<file path="config.mk">
export PLATFORM = sky130hd
export DESIGN_NAME = burst_adc_capture
export DESIGN_NICKNAME = d
export VERILOG_FILES = /design/src/rtl/burst_adc_capture.sv
export SDC_FILE = /design/constraint.sdc
export NUM_CORES = 1
export LEC_CHECK = 0
export BUFFER_PORTS_ARGS = -buffer_cell sky130_fd_sc_hd__buf_2
export CORE_MARGIN = 3
export CORE_UTILIZATION = 50
export CTS_BUF_LIST = sky130_fd_sc_hd__clkbuf_4 sky130_fd_sc_hd__clkbuf_8
export DETAILED_ROUTE_END_ITERATION = 16
export PLACE_DENSITY = 0.75
export SLEW_MARGIN = 20
export SYNTH_ARGS = -nofsm -noshare
export SYNTH_HDL_FRONTEND = slang
export SYNTH_SLANG_ARGS = --single-unit
</file>
<file path="constraint.sdc">
create_clock -name clk -period 3.7 [get_ports clk]
set_input_delay 0.37 -clock clk [delete_from_list [all_inputs] [get_ports clk]]
set_output_delay 0.37 -clock clk [all_outputs]
set_load 0.005 [all_outputs]
</file>
<file path="src/rtl/burst_adc_capture.sv">
module burst_adc_capture #(
  parameter int DATA_W = 8,
  parameter int PACK   = 4,
  parameter int DIV_W  = 8,
  parameter int LEN_W  = 16,
  parameter int SKIP_W = 5
) (
  input  logic                    clk,
  input  logic                    rst_n,
  input  logic                    start,
  input  logic [LEN_W-1:0]        burst_len,
  input  logic [DIV_W-1:0]        div_ratio,
  input  logic [SKIP_W-1:0]       lead_skip,
  input  logic [DATA_W-1:0]       ch_a,
  input  logic [DATA_W-1:0]       ch_b,
  output logic                    adc_clk,
  output logic [DATA_W*PACK-1:0]  word_a,
  output logic [DATA_W*PACK-1:0]  word_b,
  output logic                    word_valid,
  output logic                    busy,
  output logic                    irq
);
  localparam int WORD_W = DATA_W * PACK;
  localparam int PK_W   = $clog2(PACK);

  logic              run, clk_q;
  logic [DIV_W-1:0]  ph, div_q, hi_q;
  logic [LEN_W-1:0]  rem;
  logic [SKIP_W-1:0] skip_q;
  logic [PK_W-1:0]   bidx;
  logic [WORD_W-1:0] sr_a, sr_b;

  wire len_ok = (burst_len != '0) && (burst_len[PK_W-1:0] == '0);
  wire div_ok = div_ratio > DIV_W'(1);
  wire accept = start && !run && len_ok && div_ok;
  wire strobe = run && (ph == '0);
  wire wrap   = run && (ph == div_q - DIV_W'(1));
  wire done   = (skip_q == '0) && (rem == '0);

  wire [WORD_W-1:0] nxt_a = {ch_a, sr_a[WORD_W-1:DATA_W]};
  wire [WORD_W-1:0] nxt_b = {ch_b, sr_b[WORD_W-1:DATA_W]};

  assign adc_clk = clk_q;
  assign busy    = run;

  always_ff @(posedge clk or negedge rst_n) begin
    if (!rst_n) begin
      run        <= 1'b0;
      clk_q      <= 1'b0;
      ph         <= '0;
      div_q      <= '0;
      hi_q       <= '0;
      rem        <= '0;
      skip_q     <= '0;
      bidx       <= '0;
      sr_a       <= '0;
      sr_b       <= '0;
      word_a     <= '0;
      word_b     <= '0;
      word_valid <= 1'b0;
      irq        <= 1'b0;
    end else begin
      word_valid <= 1'b0;
      irq        <= 1'b0;
      if (accept) begin
        run    <= 1'b1;
        clk_q  <= 1'b1;
        ph     <= '0;
        div_q  <= div_ratio;
        hi_q   <= div_ratio >> 1;
        rem    <= burst_len;
        skip_q <= lead_skip;
        bidx   <= '0;
      end else if (run) begin
        if (wrap) begin
          ph <= '0;
          if (done) begin
            run   <= 1'b0;
            clk_q <= 1'b0;
            irq   <= 1'b1;
          end else begin
            clk_q <= 1'b1;
          end
        end else begin
          ph    <= ph + DIV_W'(1);
          clk_q <= (ph + DIV_W'(1)) < hi_q;
        end
        if (strobe) begin
          if (skip_q != '0) begin
            skip_q <= skip_q - SKIP_W'(1);
          end else if (rem != '0) begin
            sr_a <= nxt_a;
            sr_b <= nxt_b;
            rem  <= rem - LEN_W'(1);
            bidx <= bidx + PK_W'(1);
            if (bidx == PK_W'(PACK - 1)) begin
              word_a     <= nxt_a;
              word_b     <= nxt_b;
              word_valid <= 1'b1;
            end
          end
        end
      end
    end
  end
endmodule


</file>
==> metrics <==
max cap viols 0; Leak 4.22 nW; Area Growth Syn to Fin 15.8%; I/O Pins 116; Mapped Cells 627; P_int 3.58 mW; Worst EP required 4040 ps; drt wl/cell 16.1 microns; maximum vdd drop 0.433 mV; vias 5015; switch share 33.7%; PD cells 661 nW/um^2; Die ar. 15500 sq um; setup bufs post-CTS 0; clk buf depth 2; cell accounting for the most synthesized area dfrtp_1; post-synth top area share 55.1%; status finished clean; R2R setup slack 680 ps; CP Capture Type register; clk_skew 12.2 ps; routed wire length 15000 microns; clock group share of total power 25.4%; largest net degree at the start of global routing 94; Post-DRT Antenna Nets 0; predominant post-synthesis flop cell dfrtp_1; CP max FO 43; asr flop ratio synth 100%; Crit Path Class reg -> reg; cts hold-fix bufs 0; Site Rows 42; reg2reg start rem[0]; DRC Markers 0; width of the die 125 microns; H-tree depth 4; largest cells by area after synthesis dfrtp_1 (55%), mux2_4 (10%), nand2_1 (9.6%), mux2_2 (2.4%), ha_1 (2.3%); CTS Sinks 155; minimum clock period 3020 ps; CP arrival 3360 ps; total iterations of the first detailed-routing run 4; final setup vio count 0; Crit. Startpoint rem[0]; min-delay worst type in -> async; Core Footprint 13500 sq um; Sw Pwr 1.82 mW; Worst Reg-to-Reg Cells 8; vias in the first global route 5096; DP Wirelength 10100 microns; Mean Syn Cell Area 11.2 sq um; Slew HR 40.8%; number of cells upsized or downsized after cts 0; Initial Util 52.1%; CTS Buf Count 17; Port Buf Inserts 115; grt ovf 0; CTS tree done; via-per-instance ratio 5.40; worst hold-check slack 7.31 ps; syn nets 688; count leader, synth nand2_1; end of the worst register-to-register path word_a[30]; register area share after synthesis 55.1%; RSZ-0062 raised after global routing false; sequential power share 48.0%; global-route wire length before repair 25200 microns; Synth Register Bits 155; synthesized area 7040 sq um; Setup TNS Final 0 ps; ANT cells 0; Setup crit end word_a[30]; Final Max Slew Viols 0; initial antenna violation count 0; ratio of cells with drive above 1 in the final layout 29.7%; CP startpoint kind register; Least-Margin Pin Slew 884 ps; Reg clk slew, reported paths 90 ps; # nets final 800; RD Place Congestion 0.859; Iter 0 DRT Violations 275; Synth cell types 52; Die Y 125 microns; top cells by count, synth nand2_1 (181), dfrtp_1 (155), mux2_4 (49); Tot GR Track Use 19.8%; final worst path period share 81.6%; clock root buffer master clkbuf_8; Post-synth EDFFs 0; Hold Fails Final Rpt 0; Clock Latency Late Sink 460 ps; combinational share of power 26.6%; Fmax achieved 331 MHz; Yosys warnings 0
==> cell usage in the layout, fill, tap and decap left out, types with 2 or more instances in the layout <==
| master | netlist | layout |
|---|---|---|
| nand2b_1 | 3 | 3 |
| inv_8 | 0 | 2 |
| nand4b_1 | 2 | 2 |
| mux2_2 | 15 | 15 |
| a221o_1 | 4 | 4 |
| o21ai_1 | 2 | 2 |
| nor4b_1 | 3 | 3 |
| buf_2 | 5 | 114 |
| or3_1 | 9 | 9 |
| a32o_1 | 6 | 6 |
| nor2_1 | 23 | 23 |
| inv_1 | 16 | 16 |
| nand4_1 | 3 | 3 |
| a32oi_1 | 2 | 2 |
| o211a_1 | 2 | 2 |
| nor3_1 | 9 | 9 |
| xnor2_1 | 11 | 11 |
| o21ai_0 | 26 | 26 |
| bufinv_16 | 0 | 3 |
| nand2_1 | 181 | 181 |
| a21oi_1 | 13 | 13 |
| inv_6 | 0 | 3 |
| mux2_4 | 49 | 49 |
| clkinv_4 | 0 | 3 |
| ha_1 | 13 | 13 |
| buf_4 | 0 | 4 |
| nor3b_1 | 3 | 3 |
| and3_1 | 2 | 2 |
| o311ai_0 | 2 | 2 |
| nor4_1 | 7 | 7 |
| dfrtp_1 | 155 | 155 |
| buf_12 | 5 | 2 |
| xor2_1 | 6 | 6 |
| o211ai_1 | 7 | 7 |
| clkinv_2 | 0 | 2 |
| clkbuf_8 | 0 | 18 |
| nand3_1 | 5 | 5 |
==> logic make-up (layout without fill, tap and decap cells) <==
group,Yosys count,count (layout),synth area share (%)
buffers and inverters,45,170,3.91
adder cells (fa/ha/maj),13,13,2.31
XOR/XNOR,18,18,2.43
multiplexers,64,64,12.8
AO/OA/AOI/OAI,74,74,7.51
AND/OR/NAND/NOR,258,258,15.9
flip-flops,155,155,55.1
==> critical path, stage by stage, from the launching register on <==
cell     delay, ps
dfrtp_1        380
inv_1           90
ha_1           210
or4b_1         490
or3_1          440
o311a_4        350
and2_4         300
buf_16         270
mux2_4         330
==> through the flow <==
step / util (%) / worst slack [ps] / power (mW) / area [sq um] / cells
finish: 60.4 / 681 / 5.40 / 8160 / 928
global route: 60.4 / 556 / 5.76 / 8160 / 928
detailed placement: 57.0 / 668 / 4.05 / 7700 / 895
CTS: 60.2 / 666 / 5.44 / 8130 / 927
floorplan: - / 932 / 3.54 / 7040 / 627
global placement: 57.0 / 760 / 3.95 / 7700 / 895
==> worst min path at each step <==
stage / end / slack (ps) / depth (start not counted)
6_report: word_b[11] / 7 / 1
5_1_grt: word_b[24] / 60 / 1
4_1_cts: word_b[5] / 20 / 1
3_5_place_dp: sr_a[8] / 460 / 2
3_3_place_gp: sr_a[9] / 460 / 2
2_1_floorplan: adc_clk / 70 / 0
==> registers in the layout (all words and copies together) (netlist names) <==
name,count
word_b,32
ph,8
sr_b,24
busy,1
skip_q,5
adc_clk,1
bidx,2
word_a,32
sr_a,24
irq,1
div_q,8
rem,16
word_valid,1
==> routing by layer <==
layer	GRT usage, %	vias up	routed length, microns	share of wire, %
met3	4.63	19	771	5.2
met5	0	-	0	0
met2	32.6	133	7370	49
met4	7.54	0	244	1.6
met1	25.5	2501	6580	44
li1	-	2362	-	-
==> area by class of cell <==
class / instances / area [sq um]
Clock inverter: 14 / 183
Clock buffer: 18 / 248
Timing Repair Buffer: 122 / 679
Multi-Input combinational cell: 427 / 2890
Fill cell: 1129 / 5350
Sequential cell: 155 / 3880
Inverter: 16 / 60.1
Tap cell: 176 / 220
==> power by group through the flow <==
stage               Combinational [mW]  Clock, mW  Sequential [mW]
finish                            1.43       1.37             2.59
global route                      1.63       1.48             2.65
CTS                               1.45       1.40             2.58
detailed placement                1.44          0             2.61
global placement                  1.37          0             2.58
floorplan                         1.04          0             2.50
Power figures use the tool's default switching activity.
